File: src/rtl/tahp_pkg.sv
package tahp_pkg;
  // smallest shift of the baseline update; cutoff code adds to it
  localparam int unsigned SHIFT_MIN = 3;

  typedef enum logic {
    SRC_RAW  = 1'b0,
    SRC_FILT = 1'b1
  } src_sel_e;
endpackage

File: src/rtl/hpf_axis.sv
module hpf_axis
  import tahp_pkg::*;
#(
  parameter int DW = 8,
  parameter int FB = 8,
  parameter int CW = 2
) (
  input  logic                 clk,
  input  logic                 rst_n,
  input  logic                 smp_valid,
  input  logic                 seed_req,
  input  logic signed [DW-1:0] smp,
  input  logic [CW-1:0]        shift_code,
  output logic signed [DW-1:0] hp,
  output logic                 seed_take
);
  localparam int AW = DW + FB;
  localparam int EW = AW + 2;
  localparam int SW = $clog2(EW) + 1;

  logic signed [AW-1:0] base_q;
  logic                 armed_q;
  logic signed [DW-1:0] base_int;
  logic signed [DW+1:0] diff;
  logic signed [EW-1:0] smp_wide;
  logic signed [EW-1:0] base_wide;
  logic signed [EW-1:0] delta;
  logic signed [EW-1:0] step;
  logic signed [EW-1:0] base_sum;
  logic [SW-1:0]        shamt;

  function automatic logic signed [DW-1:0] sat_dw(input logic signed [DW+1:0] v);
    if ((v[DW+1] == v[DW]) && (v[DW] == v[DW-1])) return v[DW-1:0];
    else if (v[DW+1]) return {1'b1, {(DW-1){1'b0}}};
    else return {1'b0, {(DW-1){1'b1}}};
  endfunction

  assign seed_take = armed_q | seed_req;
  assign base_int  = base_q[AW-1:FB];
  assign diff      = $signed({{2{smp[DW-1]}}, smp}) - $signed({{2{base_int[DW-1]}}, base_int});
  assign hp        = seed_take ? '0 : sat_dw(diff);

  assign shamt     = SW'(SHIFT_MIN) + SW'(shift_code);
  assign smp_wide  = $signed({{2{smp[DW-1]}}, smp, {FB{1'b0}}});
  assign base_wide = $signed({{2{base_q[AW-1]}}, base_q});
  assign delta     = smp_wide - base_wide;
  assign step      = delta >>> shamt;
  assign base_sum  = base_wide + step;

  always_ff @(posedge clk or negedge rst_n) begin
    if (!rst_n) begin
      base_q  <= '0;
      armed_q <= 1'b1;
    end else if (smp_valid) begin
      armed_q <= 1'b0;
      if (seed_take) base_q <= smp_wide[AW-1:0];
      else           base_q <= base_sum[AW-1:0];
    end else if (seed_req) begin
      armed_q <= 1'b1;
      base_q  <= '0;
    end
  end
endmodule

File: src/rtl/hpf_sink.sv
module hpf_sink
  import tahp_pkg::*;
#(
  parameter int W = 24
) (
  input  logic         clk,
  input  logic         rst_n,
  input  logic         load,
  input  logic         use_filt,
  input  logic [W-1:0] raw_bus,
  input  logic [W-1:0] filt_bus,
  output logic [W-1:0] q
);
  src_sel_e sel;
  assign sel = src_sel_e'(use_filt);

  always_ff @(posedge clk or negedge rst_n) begin
    if (!rst_n)    q <= '0;
    else if (load) q <= (sel == SRC_FILT) ? filt_bus : raw_bus;
  end
endmodule

File: src/rtl/tri_axis_hpf.sv
module tri_axis_hpf #(
  parameter int DW   = 8,
  parameter int NAX  = 3,
  parameter int FB   = 8,
  parameter int CW   = 2,
  parameter int NENG = 2
) (
  input  logic                    clk,
  input  logic                    rst_n,
  input  logic                    smp_valid,
  input  logic [NAX*DW-1:0]       smp_data,
  input  logic [CW-1:0]           cut_sel,
  input  logic                    flush,
  input  logic                    out_filt,
  input  logic [NENG-1:0]         eng_filt,
  output logic                    out_valid,
  output logic [NAX*DW-1:0]       out_data,
  output logic [NENG*NAX*DW-1:0]  eng_data
);
  localparam int BW = NAX * DW;

  logic [BW-1:0]  filt_bus;
  logic [NAX-1:0] seed_take;

  for (genvar a = 0; a < NAX; a++) begin : g_axis
    logic signed [DW-1:0] hp_a;
    hpf_axis #(.DW(DW), .FB(FB), .CW(CW)) u_axis (
      .clk       (clk),
      .rst_n     (rst_n),
      .smp_valid (smp_valid),
      .seed_req  (flush),
      .smp       (smp_data[a*DW +: DW]),
      .shift_code(cut_sel),
      .hp        (hp_a),
      .seed_take (seed_take[a])
    );
    assign filt_bus[a*DW +: DW] = hp_a;
  end

  hpf_sink #(.W(BW)) u_out_sink (
    .clk     (clk),
    .rst_n   (rst_n),
    .load    (smp_valid),
    .use_filt(out_filt),
    .raw_bus (smp_data),
    .filt_bus(filt_bus),
    .q       (out_data)
  );

  for (genvar e = 0; e < NENG; e++) begin : g_eng
    hpf_sink #(.W(BW)) u_eng_sink (
      .clk     (clk),
      .rst_n   (rst_n),
      .load    (smp_valid),
      .use_filt(eng_filt[e]),
      .raw_bus (smp_data),
      .filt_bus(filt_bus),
      .q       (eng_data[e*BW +: BW])
    );
  end

  always_ff @(posedge clk or negedge rst_n) begin
    if (!rst_n) out_valid <= 1'b0;
    else        out_valid <= smp_valid;
  end
endmodule

File: config.mk
export PLATFORM = sky130hd
export DESIGN_NAME = tri_axis_hpf
export DESIGN_NICKNAME = d
export VERILOG_FILES = /design/src/rtl/tahp_pkg.sv /design/src/rtl/hpf_axis.sv /design/src/rtl/hpf_sink.sv /design/src/rtl/tri_axis_hpf.sv
export SDC_FILE = /design/constraint.sdc
export NUM_CORES = 1
export LEC_CHECK = 0
export ABC_AREA = 0
export BUFFER_PORTS_ARGS = -buffer_cell sky130_fd_sc_hd__buf_2
export CAP_MARGIN = 30
export CORE_ASPECT_RATIO = 1.25
export CORE_MARGIN = 4
export CORE_UTILIZATION = 50
export DETAILED_ROUTE_END_ITERATION = 12
export HOLD_SLACK_MARGIN = 0.1
export PLACE_DENSITY_LB_ADDON = 0.12
export SYNTH_ARGS = -nofsm -noshare
export SYNTH_HDL_FRONTEND = slang
export SYNTH_SLANG_ARGS = --single-unit
export TNS_END_PERCENT = 20
File: constraint.sdc
create_clock -name clk -period 4.3 [get_ports clk]
set_clock_uncertainty 0.05 [all_clocks]
set_input_delay 0.43 -clock clk [delete_from_list [all_inputs] [get_ports clk]]
set_output_delay 0.43 -clock clk [all_outputs]
set_load 0.02 [all_outputs]
**Word-level counts from Yosys, hierarchy flattened**

Cells that the tools add are included.

- Flip-flop bits (word level): 122
- Input bits: 33
- Word-level logic and storage cells: 53
- Output and inout port bits: 73

- Reductions and logical operators: 4
- Bitwise logic cells: 1
- Mux-type cells: 21
- Equality and inequality tests: 6
- Shift operators: 3
- Add/sub/neg operators: 10

Operator list:

| operator | count |
|---|---|
| 2-to-1 mux 16 bit | 7 |
| 2-to-1 mux 24 bit | 3 |
| 2-to-1 mux 8 bit | 9 |
| >>> shifter 18 x 6 -> 16 bit | 3 |
| subtractor 16 x 16 -> 17 bit | 3 |
| adder 16 bit | 3 |
| subtractor 8 x 8 -> 9 bit | 3 |
| equality test 1 bit | 6 |
| adder 2 x 2 -> 3 bit (first input constant) | 1 |
| logical AND 1 bit | 3 |
| 2-to-1 mux 1 bit | 2 |
| nonzero test 2 bit | 1 |
| OR 1 bit | 1 |

**Longest topological paths before layout**

Gate-level depths: netlist of the first run.

- Depth after elaboration: 6
- Depth in mapped cells: 23
- Depth with buffers taken out: 20

**Cells and area by module**

From an unflattened synthesis of the first run, not the netlist that was laid out.

- Cell total of the unflattened synthesis: 1475
- Area, all modules: 12139.1 µm²

Modules (own cells, without submodules):

| module | seq. area each (µm²) | area an instance (µm²) | cells each | instances |
|---|---|---|---|---|
| hpf_sink | 600.6 | 1124.8 | 104 | 3 |
| hpf_axis at g_axis[0].u_axis | 426.7 | 2940.3 | 399 | 1 |
| hpf_axis at g_axis[1].u_axis | 426.7 | 2919.0 | 392 | 1 |
| hpf_axis at g_axis[2].u_axis | 426.7 | 2880.3 | 371 | 1 |
| tri_axis_hpf | 25.0 | 25.0 | 1 | 1 |

**Worst setup path before layout of the first run**

No wires, ideal clock.

- Kind: input to register
- From: in cut_sel[0]
- To: reg g_axis[1].u_axis.base_q[12]
- Setup slack: -0.444 ns
- Data arrival time: 4.573 ns
- Library setup time: 0.121 ns
- Data required time: 4.129 ns
- Stages: 21
- Path buffers: 5
- Path through: clkbuf_1 -> inv_2 -> buf_1 -> ha_1 -> clkbuf_1 -> inv_1 -> clkbuf_1 -> buf_1 -> mux2i_1 -> o21ai_0 -> ha_1 -> inv_1 -> fa_1 -> nor2b_1 -> o31ai_1 -> a21oi_1 -> o21ai_0 -> o21ai_0 -> xnor2_1 -> o21ai_0 -> a22o_1

- Word-level cells in the longest chain between the ends: 5

Ends and longest elaborated chain:

| item | line | source |
|---|---|---|
| start, declared | tri_axis_hpf.sv:12 | `input logic [CW-1:0] cut_sel,` |
| adder 2 x 2 -> 3 bit | hpf_axis.sv:43 | `assign shamt = SW'(SHIFT_MIN) + SW'(shift_code);` |
| >>> shifter 18 x 6 -> 16 bit | hpf_axis.sv:47 | `assign step = delta >>> shamt;` |
| adder 16 bit | hpf_axis.sv:48 | `assign base_sum = base_wide + step;` |
| 2-to-1 mux 16 bit | hpf_axis.sv:56 | `if (seed_take) base_q <= smp_wide[AW-1:0];` |
| 2-to-1 mux 16 bit | hpf_axis.sv:54 | `end else if (smp_valid) begin` |
| end signal, assigned | hpf_axis.sv:56 |  |
| end signal, assigned | hpf_axis.sv:57 | `else base_q <= base_sum[AW-1:0];` |
| end, declared | hpf_axis.sv:21 | `logic signed [AW-1:0] base_q;` |

No other way between the ends.
A chain may end at the register's enable or synchronous reset.

**Worst setup path in the final report of the first run**

- From: reg g_axis[1].u_axis.base_q[8]
- To: reg g_axis[1].u_axis.base_q[15]

- Word-level cells in the longest chain between the ends: 5

Ends and longest elaborated chain:

| item | line | source |
|---|---|---|
| subtractor 16 x 16 -> 17 bit | hpf_axis.sv:46 | `assign delta = smp_wide - base_wide;` |
| >>> shifter 18 x 6 -> 16 bit | hpf_axis.sv:47 |  |
| adder 16 bit (*) | hpf_axis.sv:48 |  |
| 2-to-1 mux 16 bit (*) | hpf_axis.sv:56 |  |
| 2-to-1 mux 16 bit (*) | hpf_axis.sv:54 |  |

Mark *: on every way between the ends. The rest lies on a longest branch, timed or not.

==> results of run 1 <==
[Yosys cell counts (9+ instances only)]
cell type  count
mux2_2        26
nor2_1       156
a22o_1        10
dfrtp_1      121
a21oi_1      169
a22oi_1       13
nor2b_1       14
nor3_1        17
nand3_1       15
inv_1         63
clkbuf_1      65
a31oi_1       17
and3_1        10
a211oi_1      11
nand2b_1      13
a21o_1        23
xnor2_1       49
o21a_1         9
o21ai_0       99
o211ai_1      15
mux2i_1      107
nand2_1       92
buf_1         11
xor2_1        41
ha_1          93
[cell type report]
cell class	count	area, um2
Clock buffer	18	429
Clock inverter	14	164
Fill cell	1892	7500
Inverter	64	240
Multi-Input combinational cell	1120	8300
Sequential cell	122	3060
Tap cell	283	354
Timing Repair Buffer	349	2400
[routing by layer]
layer	wire, um	up-vias
li1	-	5575
met1	16100	5364
met2	16100	339
met3	1670	63
met4	770	0
met5	0	-
[per-stage QoR]
step	total power [uW]	cells	worst slack, ns	cell area [um2]	utilization, %
after CTS	12000	1966	-0.0210	14600	65.1
final	12500	1970	-0.0514	14900	66.6
after detailed placement	10300	1930	-0.574	13900	61.9
after global placement	10100	1929	-0.506	13900	61.9
after global routing	13500	1970	-0.254	14900	66.6
after floorplan	7230	1388	-0.0834	11500	-
[logic make-up after synthesis]
| logic type | count (synthesis) | synth area share (%) |
|---|---|---|
| compound gates | 436 | 23.5 |
| xor+xnor | 90 | 6.85 |
| fa+ha+maj | 99 | 11.2 |
| buf+inv | 146 | 4.83 |
| flops | 122 | 26.5 |
| mux | 138 | 12.8 |
| simple gates | 357 | 14.3 |
[power by group through the flow]
| stage | clock network [uW] | logic, uW | registers, uW |
|---|---|---|---|
| after floorplan | 0 | 5340 | 1890 |
| after global placement | 0 | 8440 | 1690 |
| after detailed placement | 0 | 8560 | 1700 |
| after CTS | 1500 | 8790 | 1690 |
| after global routing | 1550 | 10300 | 1730 |
| final | 1480 | 9340 | 1690 |
[critical path: cells and delay by family (launching register included)]
| kind | cells | cell delay [ns] |
|---|---|---|
| simple gates | 2 | 0.48 |
| buf+inv | 2 | 0.29 |
| compound gates | 8 | 1.50 |
| flops | 1 | 0.39 |
| fa+ha+maj | 2 | 0.60 |
| mux | 2 | 0.76 |
| xor+xnor | 1 | 0.16 |
[flip-flops by register name, summed over array words and instances (netlist names)]
register and cells:
out_valid 1, g_axis.u_axis.base_q 48, g_eng.u_eng_sink.q 48, g_axis.u_axis.armed_q 1, u_out_sink.q 24
[what timing repair did]
action / 4_1_cts / 5_1_grt
pin swaps: 5 / 20
hold endpoints to repair: 4 / 0
cloned: 0 / 0
resized for setup: 19 / 70
setup buffers: 3 / 4
endpoints found under the setup margin: 16 / 22
hold buffers: 1 / 0
[path summary, 6_finish.rpt]
check,from,endpoint,slack (ns),cells after the start
max,g_axis[1].u_axis.base_q[8],g_axis[1].u_axis.base_q[15],-0.05,17
min,smp_data[23],g_axis[2].u_axis.base_q[15],0.31,3
max reg2reg,g_axis[1].u_axis.base_q[8],g_axis[1].u_axis.base_q[15],-0.05,17
min reg2reg,u_out_sink.q[1],u_out_sink.q[1],0.46,2
max in group asynchronous,rst_n,g_axis[2].u_axis.base_q[2],2.64,3
min in group asynchronous,rst_n,g_eng[0].u_eng_sink.q[22],0.59,2
==> results by group, run 1 <==
Outcome
  – Status: finished, violations left
  – Violated checks: negative setup slack

GRT
  – GR Util met3: 2.88%
  – Largest net degree at the start of global routing: 98
  – Met2 Track Usage GR: 42.7%
  – GR peak layer: met2
  – Met1 Use GR: 38.4%
  – Vias in the first global route: 10739
  – GR Overflow Total: 0
  – Initial antenna violation count: 0
  – Global-route wire length before repair: 55.0 mm
  – Total GRT Usage: 26.7%

Logic synthesis
  – Synthesized instance count: 1388
  – Synthesized area: 0.0115 mm2
  – Number of synthesized flops with an enable pin: 0
  – Post-synth cell types: 75
  – Asr flop ratio synth: 100%
  – Sequential area share after synthesis: 26.5%
  – Yosys top cell area share: 26.3%
  – Prevailing post-synth register cell: dfrtp_1
  – Synthesized flop and latch total: 122
  – Synth Net Count: 1520
  – Total number of yosys warnings: 0
  – Synth area leader: dfrtp_1
  – Syn_area_per_cell: 8.29 um2
  – Synth top area cells: dfrtp_1, ha_1, mux2i_1

Worst setup path
  – Crit-path slowest cell: mux4_2
  – Critical Path Start Type: flip-flop
  – Crit path kind: reg2reg
  – Critical path data required time: 4.55 ns
  – Worst setup EP type: flip-flop
  – Largest stage delay on the critical path: 0.46 ns
  – CP Max Fanout: 3
  – Critical Path AT: 4.60 ns
  – Cell chain of the critical path: ha_1, nor3b_4, buf_4, a31o_2, a21oi_1, xnor2_1, mux2_2, mux4_2, ha_1, or2_2, a2111oi_4, o31ai_1, buf_4, a31oi_2, o211ai_1, a32oi_1, o211ai_1

Pwr
  – Worst vdd ir: 0.454 mV
  – Net switching power: 5690 uW
  – Comb pwr share: 74.6%
  – Sw Ratio: 45.4%
  – LEAKAGE: 0.00712 uW
  – Power share of the sequential group: 13.5%
  – Clock network fraction of design power: 11.8%
  – Pint: 6830 uW
  – PwrDens: 837 mW/mm2

Min path
  – Min-Delay Path Class: in2reg

Layout
  – Commonest non-fill, non-tap cells in the layout: buf_4, a21oi_1, nor2_1
  – Commonest non-fill, non-tap cell in the layout: buf_4
  – Post-layout nets: 1806
  – Layout area overhead: 29.8%
  – Antenna cells: 0
  – Share of cells above drive strength 1: 29.1%

Floorplan
  – Chip width: 144 um
  – Core Box Area: 0.0224 mm2
  – Die area: 0.0255 mm2
  – I/O pin count: 106
  – Initial Util: 51.3%
  – Standard-cell row count: 61
  – Die Height: 178 um

Timing
  – Achievable frequency: 0.230 GHz
  – Final worst setup slack: -0.0514 ns
  – Least-Margin Pin Slew: 0.907 ns
  – Hold slack final: 0.308 ns
  – Max-slew violations: 0
  – Rel. slew slack: 39.3%
  – Period utilization: 101%
  – Fin Setup TNS: -0.0658 ns
  – Final setup fails: 2
  – RSZ-0062 raised after global routing: true
  – Final hold vios: 0
  – Min cycle time layout: 4.35 ns

Routing
  – DR vias/cell: 5.76
  – # DRC: 0
  – Pre-antenna DRT Iters: 5
  – Antenna-violating nets left: 0
  – WL per Instance: 17.6 um
  – Vias: 11341
  – Routed Wire Length: 34.6 mm
  – DRT iter0 DRCs: 727

Clock tree
  – Root buffer cell: clkbuf_16
  – CTS tree: yes
  – Clk sinks: 122
  – # H-tree levels: 4
  – Clock slew at reported path FFs: 0.06 ns
  – Longest Clk Path Bufs: 2
  – CTS Buf Count: 17
  – Clock Latency Late Sink: 0.43 ns

Placement
  – I/O Buffers: 105
  – HPWL Detailed: 26.0 mm
  – Placer Congestion: 1.00

Run
  – Max-cap violation count: 0
Note: power is estimated with default switching activity, not from simulation.
==> inputs of run 2 (changes only) <==
--- a/config.mk
+++ b/config.mk
@@ -14,6 +14,7 @@
 export DETAILED_ROUTE_END_ITERATION = 12
 export HOLD_SLACK_MARGIN = 0.1
 export PLACE_DENSITY_LB_ADDON = 0.12
+export RECOVER_POWER = 100
 export SYNTH_ARGS = -nofsm -noshare
 export SYNTH_HDL_FRONTEND = slang
 export SYNTH_SLANG_ARGS = --single-unit
==> run 2 against run 1 <==
  * The flow finishes with violations (max-capacitance violations, max-slew violations, negative setup slack)
  * Power is 0.94% lower
  * Die area unchanged
  * Final area decreased by 1.0%
  * Hold slack gained 0.0033 ns
  * Combinational power down 1%
  * Flip-flop and latch count is the same
  * Final cell count unchanged
  * Sequential share of layout area is 0.21 points higher
  * First-iteration DRC count is 1.1% higher
  * Clock-buffer cell count stayed put
  * Via count down 0.24%
  * Clock power about the same
  * Largest cell class unchanged
==> results by group, run 2 (synthesis gave the netlist of run 1 again) <==
GRT
  – GR Overflow Total: 0 (unchanged)
  – Vias in the first global route: 10739 (unchanged)
  – Total GRT Usage: 26.7% (unchanged)
  – Initial antenna violation count: 0 (unchanged)
  – Global-route wire length before repair: 55.0 mm (unchanged)
  – Largest net degree at the start of global routing: 98 (unchanged)

Pwr
  – Worst vdd ir: 0.448 mV (-1.4%)
  – LEAKAGE: 0.00688 uW (-3.4%)
  – PwrDens: 838 mW/mm2 (+0.11%)

Placement
  – Placed instance area: 0.0139 mm2 (unchanged)
  – Placer Congestion: 1.00 (unchanged)
  – I/O Buffers: 105 (unchanged)
  – HPWL Detailed: 26.0 mm (unchanged)
  – Placed Cells: 1930 (unchanged)

Worst setup path
  – Critical path data required time: 4.54 ns (about the same)
  – CP Max Fanout: 3 (unchanged)
  – Cell mode on critical path: a21oi_2
  – Cell chain of the critical path: ha_4, or4b_4, o41ai_4, a31oi_2, o21ai_2, xor2_2, mux4_2, nor2_2, a21oi_2, buf_4, ha_1, a21o_1, or3_1, o21ai_1, a21oi_2, a211oi_2, xor2_1, o21ai_0
  – Largest stage delay on the critical path: 0.50 ns (+0.04 ns)
  – Worst setup EP type: flip-flop
  – Critical Path AT: 4.58 ns (-0.02 ns)
  – Critical Path Start Type: flip-flop
  – Crit-path slowest cell: mux4_2
  – Crit path kind: reg2reg

Timing
  – Min cycle time layout: 4.34 ns (-0.0161 ns)
  – Final setup fails: 2 (unchanged)
  – Period utilization: 101% (-0.38 points)
  – Fin Setup TNS: -0.0672 ns (-0.00147 ns)
  – RSZ-0062 raised after global routing: true
  – Final hold vios: 0 (unchanged)
  – Final worst setup slack: -0.0352 ns (+0.0161 ns)
  – Achievable frequency: 0.231 GHz (+0.37%)
  – Rel. slew slack: -18.3% (-58 points)
  – Max-slew violations: 225 (+225)
  – Least-Margin Pin Slew: 1.77 ns (+0.867 ns)

Clock tree
  – Clock slew at reported path FFs: 0.07 ns (about the same)
  – Root buffer cell: clkbuf_16
  – # H-tree levels: 4 (unchanged)
  – Clk sinks: 122 (unchanged)
  – Clock Latency Late Sink: 0.43 ns (about the same)
  – Longest Clk Path Bufs: 2 (unchanged)
  – CTS tree: yes
  – CTS Buf Count: 17 (unchanged)

Layout
  – Number of filler instances in the final layout: 1943 (+2.7%)
  – Share of cells above drive strength 1: 23.9% (-5.2 points)
  – Final instance area: 0.0148 mm2 (-1.0%)
  – Largest regs: g_axis.u_axis.base_q x48, g_eng.u_eng_sink.q x48, u_out_sink.q x24
  – Finished Layout Cells: 1970 (unchanged)
  – Layout area overhead: 28.4%
  – Commonest non-fill, non-tap cells in the layout: buf_4, a21oi_1, nor2_1
  – Post-layout nets: 1806 (unchanged)
  – Antenna cells: 0 (unchanged)
  – Commonest non-fill, non-tap cell in the layout: buf_4

Floorplan
  – Standard-cell row count: 61 (unchanged)
  – Die Height: 178 um (unchanged)
  – I/O pin count: 106 (unchanged)
  – Core Box Area: 0.0224 mm2 (unchanged)
  – Initial Util: 51.3% (unchanged)
  – Chip width: 144 um (unchanged)
  – Die area: 0.0255 mm2 (unchanged)

Routing
  – DRT iter0 DRCs: 735 (+1.1%)
  – DR vias/cell: 5.74 (-0.24%)
  – Antenna-violating nets left: 0 (unchanged)
  – # DRC: 0 (unchanged)
  – Vias: 11314 (-0.24%)
  – Highest routed layer: met4
  – WL per Instance: 17.6 um (+0.16%)
  – Met1 Wirelength: 16.0 mm (-0.27%)
  – Met3 routed WL: 1.82 mm (+8.7%)
  – Routed Wire Length: 34.6 mm (+0.16%)
  – Pre-antenna DRT Iters: 5 (unchanged)
  – Met2 wire len: 16.1 mm (about the same)

Outcome
  – Status: finished, violations left
  – Violated checks: max-capacitance violations, max-slew violations, negative setup slack

Run
  – Max-cap violation count: 4 (+4)

Min path
  – Min-Delay Path Class: in2reg
## run 2: changes by cell type in the layout (fill, tap and decap cells not counted), sizes merged
cell    previous run  this run
buf              348       259
clkbuf            18       107
## run 2: final cells by class
| class | count | area (um2) | area share, % |
|---|---|---|---|
| multi-input combinational | 1120 | 8280 | 56.0 |
| timing repair buffer | 349 | 2260 | 15.3 |
| tap | 283 | 354 | 2.39 |
| clock inverter | 14 | 164 | 1.11 |
| sequential | 122 | 3050 | 20.7 |
| inverter | 64 | 240 | 1.62 |
| clock buffer | 18 | 429 | 2.90 |
## run 2: final timing paths
| check | to | depth (start not counted) | start | slack, ns |
|---|---|---|---|---|
| worst min-delay path | g_axis[2].u_axis.base_q[15] | 3 | smp_data[23] | 0.31 |
| worst max-delay path | g_axis[2].u_axis.base_q[14] | 18 | g_axis[2].u_axis.base_q[8] | -0.04 |
| max in group asynchronous | g_axis[0].u_axis.base_q[2] | 3 | rst_n | 0.89 |
| worst min register to register | u_out_sink.q[1] | 2 | u_out_sink.q[1] | 0.47 |
| min in group asynchronous | g_eng[0].u_eng_sink.q[22] | 2 | rst_n | 0.92 |
| worst max register to register | g_axis[2].u_axis.base_q[14] | 18 | g_axis[2].u_axis.base_q[8] | -0.04 |
## run 2: worst max-delay path, delay by kind of cell (launching register included)
family                   cells  cell delay (ns)
multiplexers                 1             0.50
AND/OR/NAND/NOR              3             0.90
AO/OA/AOI/OAI                9             1.40
flip-flops                   1             0.41
XOR/XNOR                     2             0.26
buffers and inverters        1             0.14
adder cells (fa/ha/maj)      2             0.53
## run 2: stage by stage
stage          power [uW]  util (%)  setup slack [ns]  hold slack, ns
6_report            12400      65.9           -0.0352           0.311
5_1_grt             13400      65.9            -0.261           0.330
4_1_cts             12000      65.1           -0.0210           0.293
3_5_place_dp        10300      61.9            -0.574           0.457
3_3_place_gp        10100      61.9            -0.506           0.448
2_1_floorplan        7230         -           -0.0834          0.0844
## run 2: routing by layer
metal | vias to the layer above | track usage, %
li1 | 5575 | -
met2 | 348 | 42.7
met5 | - | 0
met4 | 0 | 7.34
met1 | 5331 | 38.4
met3 | 60 | 2.88
## run 2: power by group
group	switching [uW]	total, uW	internal, uW
clock network	611	1480	868
logic	4830	9220	4400
registers	237	1690	1450
total	5680	12400	6720
## run 2: timing repair
item,CTS,global route
setup endpoints to repair,16,22
resized for setup,19,70
endpoints found under the hold margin,4,0
buffers inserted,3,4
pin swaps,5,20
hold buffers,1,0
==> inputs of run 3 (changes only) <==
--- a/config.mk
+++ b/config.mk
@@ -13,6 +13,7 @@
 export CORE_UTILIZATION = 50
 export DETAILED_ROUTE_END_ITERATION = 12
 export HOLD_SLACK_MARGIN = 0.1
+export MAX_ROUTING_LAYER = met4
 export PLACE_DENSITY_LB_ADDON = 0.12
 export RECOVER_POWER = 100
 export SYNTH_ARGS = -nofsm -noshare
==> run 3 against run 2 <==
  * The run still ends with max-capacitance violations, max-slew violations, negative setup slack left
  * Register-to-register slack lost 0.08 ns
  * Routed wire length grew 1.3%
  * Final area up 0.41%
  * Fmax down 1.8%
  * Die area did not move
  * Global-route usage is 1.9 points higher
  * Clock-buffer cell count unchanged
  * Clock power fell by 4%
  * Power rose by 0.70%
  * Utilization up 0.27 points
  * Final cell count shrank 0.25%
  * Critical endpoint is now g_axis[1].u_axis.base_q[15]
  * Largest cell class unchanged
  * Highest routed layer unchanged
==> results by group, run 3 (synthesis gave the netlist of run 1 again) <==
Outcome
  – Status: finished, violations left
  – Violated checks: max-capacitance violations, max-slew violations, negative setup slack

Worst setup path
  – Worst setup EP type: flip-flop
  – Cell chain of the critical path: inv_1, ha_1, or3_1, a31o_4, a31oi_4, o21ai_1, xor2_2, buf_4, mux2i_2, a21o_1, o21ai_2, ha_2, o21a_1, o21a_1, nand3_1, o31ai_1, buf_4, a31oi_4, a211o_1, a32oi_1, o211ai_1
  – Critical Path Start Type: flip-flop
  – Worst Path Buf+Inv: 3 (+2)
  – Critical Path AT: 4.65 ns (+0.07 ns)
  – CP Max Fanout: 3 (unchanged)
  – Reg2reg setup slack: -0.11 ns (-0.08 ns)
  – Critical R2R Capture: g_axis[1].u_axis.base_q[15]
  – Critical path data required time: 4.54 ns (about the same)
  – FF-to-FF Start: g_axis[1].u_axis.base_q[8]
  – Critical path's top delay family: compound AO/OA/AOI/OAI gates
  – Crit path kind: reg2reg
  – Largest stage delay on the critical path: 0.41 ns (-0.09 ns)
  – Reg2reg path depth: 21 (+3)
  – Crit-path slowest cell: dfrtp_1

Min path
  – Hold Path Stages: 3 (unchanged)
  – Hold_sp: smp_data[22]
  – Min-Delay Path Class: in2reg
  – WHS Endpoint: g_axis[2].u_axis.base_q[14]

Floorplan
  – Core Box Area: 0.0224 mm2 (unchanged)
  – Die Height: 178 um (unchanged)
  – I/O pin count: 106 (unchanged)
  – Chip width: 144 um (unchanged)
  – Initial Util: 51.3% (unchanged)
  – Standard-cell row count: 61 (unchanged)
  – Die area: 0.0255 mm2 (unchanged)

Pwr
  – Power share of the sequential group: 13.8% (+0.2 points)
  – Sw Ratio: 45.9% (+0.10 points)
  – Worst vdd ir: 0.384 mV (-14%)
  – Clock network fraction of design power: 11.4% (-0.5 points)
  – Comb pwr share: 74.8% (+0.4 points)
  – Net switching power: 5730 uW (+0.92%)
  – Pint: 6750 uW (+0.52%)
  – LEAKAGE: 0.00690 uW (+0.31%)
  – Tot Pwr: 12500 uW (+0.70%)
  – PwrDens: 841 mW/mm2 (+0.30%)

Routing
  – DR vias/cell: 5.78 (+0.59%)
  – Antenna-violating nets left: 0 (unchanged)
  – Pre-antenna DRT Iters: 6 (+1)
  – # DRC: 0 (unchanged)
  – Routed Wire Length: 35.1 mm (+1.3%)
  – WL per Instance: 17.9 um (+1.6%)
  – Vias: 11352 (+0.34%)
  – DRT iter0 DRCs: 724 (-1.5%)

Layout
  – Commonest non-fill, non-tap cell in the layout: buf_4
  – Commonest non-fill, non-tap cells in the layout: buf_4, a21oi_1, nor2_1
  – Antenna cells: 0 (unchanged)
  – Number of filler instances in the final layout: 1963 (+1.0%)
  – Layout Utilization: 66.2% (+0.27 points)
  – Largest regs: g_axis.u_axis.base_q x48, g_eng.u_eng_sink.q x48, u_out_sink.q x24
  – Post-layout nets: 1801 (-0.28%)
  – Share of cells above drive strength 1: 24.8% (+0.90 points)
  – Layout area overhead: 29.0%

Clock tree
  – CTS Buf Count: 17 (unchanged)
  – # H-tree levels: 4 (unchanged)
  – Root buffer cell: clkbuf_16
  – Longest Clk Path Bufs: 2 (unchanged)
  – Clk sinks: 122 (unchanged)
  – Clock slew at reported path FFs: 0.06 ns (about the same)
  – Clock Latency Late Sink: 0.43 ns (about the same)
  – CTS tree: yes

GRT
  – Total GRT Usage: 28.6% (+1.9 points)
  – Vias in the first global route: 11271 (+5.0%)
  – Global-route wire length before repair: 57.6 mm (+4.6%)
  – GR Overflow Total: 0 (unchanged)
  – Largest net degree at the start of global routing: 104 (+6.1%)
  – Initial antenna violation count: 0 (unchanged)

Timing
  – Achievable frequency: 0.227 GHz (-1.8%)
  – Final hold vios: 0 (unchanged)
  – Period utilization: 103% (+1.9 points)
  – Rel. slew slack: -23.0% (-4.7 points)
  – Final worst setup slack: -0.115 ns (-0.0796 ns)
  – Least-Margin Pin Slew: 1.84 ns (+0.0708 ns)
  – Final setup fails: 1 (-1)
  – RSZ-0062 raised after global routing: true
  – Max-slew violations: 198 (-12%)
  – Min cycle time layout: 4.41 ns (+0.0796 ns)

Run
  – Max-cap violation count: 3 (-1)

Placement
  – HPWL Detailed: 26.3 mm (+1.1%)
  – I/O Buffers: 105 (unchanged)
  – Placer Congestion: 0.949 (-5.4%)
  – Pre-CTS WS: -0.640 ns (-0.0667 ns)
## run 3: cell types whose count changed in the layout (fill, tap and decap cells not counted), moves of 4 or more
cell / previous run / this run
clkbuf_1: 83 / 75
buf_4: 225 / 232
o21ai_0: 82 / 76
o21ai_1: 16 / 22
clkbuf_4: 4 / 0
## run 3: worst max path at each step
stage	start	end	cells past startpoint
detailed placement	smp_data[16]	g_axis[2].u_axis.base_q[15]	20
finish	g_axis[1].u_axis.base_q[8]	g_axis[1].u_axis.base_q[15]	21
floorplan	smp_data[8]	g_axis[1].u_axis.base_q[15]	17
global placement	smp_data[16]	g_axis[2].u_axis.base_q[15]	20
CTS	g_axis[1].u_axis.base_q[8]	g_axis[1].u_axis.base_q[15]	17
global route	g_axis[1].u_axis.base_q[1]	g_axis[1].u_axis.base_q[15]	21
## run 3: worst register-to-register path: cells and delay by family, from the launching register on
kind	cells	cell delay (ns)
and+or+nand+nor	2	0.47
xor gates and xnor gates	1	0.20
DFF	1	0.41
buffers and inverters	3	0.40
AOI/OAI and AO/OA	12	2.03
adders and majority gates	2	0.53
muxes	1	0.19
## run 3: area by class of cell
type | instances | area [um2] | share of cell area [%]
Clock buffer | 18 | 429 | 2.89
Inverter | 64 | 240 | 1.62
Tap cell | 283 | 354 | 2.38
Sequential cell | 122 | 3060 | 20.6
Clock inverter | 14 | 139 | 0.935
Timing Repair Buffer | 344 | 2270 | 15.3
Multi-Input combinational cell | 1120 | 8350 | 56.3
## run 3: layer usage
layer / wire length [um] / global-route usage [%] / up-vias / share of wire [%]
li1: - / - / 5570 / -
met1: 16000 / 38.1 / 5398 / 46
met2: 16500 / 45.9 / 322 / 47
met3: 1810 / 3.77 / 62 / 5.1
met4: 784 / 8.05 / 0 / 2.2
met5: 0 / - / - / 0
## run 3: power groups by stage
stage | sequential (uW) | clock (uW) | combinational [uW]
after global routing | 1760 | 1500 | 10300
after global placement | 1710 | 0 | 8480
after detailed placement | 1710 | 0 | 8590
final | 1720 | 1420 | 9340
after floorplan | 1890 | 0 | 5340
after CTS | 1700 | 1440 | 8900
## run 3: timing repair
action | CTS | global route
hold buffers | 1 | 0
endpoints found under the setup margin | 16 | 23
endpoints found under the hold margin | 60 | 0
setup buffers | 4 | 3
gates resized for setup | 38 | 62
pin swaps | 9 | 15
## run 3: stage by stage
| step | area (um2) | std cells | hold WS, ns | TNS, ns |
|---|---|---|---|---|
| 3_3_place_gp | 13800 | 1923 | 0.448 | -4.52 |
| 2_1_floorplan | 11500 | 1388 | 0.0844 | -0.0834 |
| 5_1_grt | 14800 | 1965 | 0.320 | -1.64 |
| 6_report | 14800 | 1965 | 0.300 | -0.115 |
| 4_1_cts | 14700 | 1962 | 0.291 | -0.0361 |
| 3_5_place_dp | 13900 | 1925 | 0.455 | -5.62 |
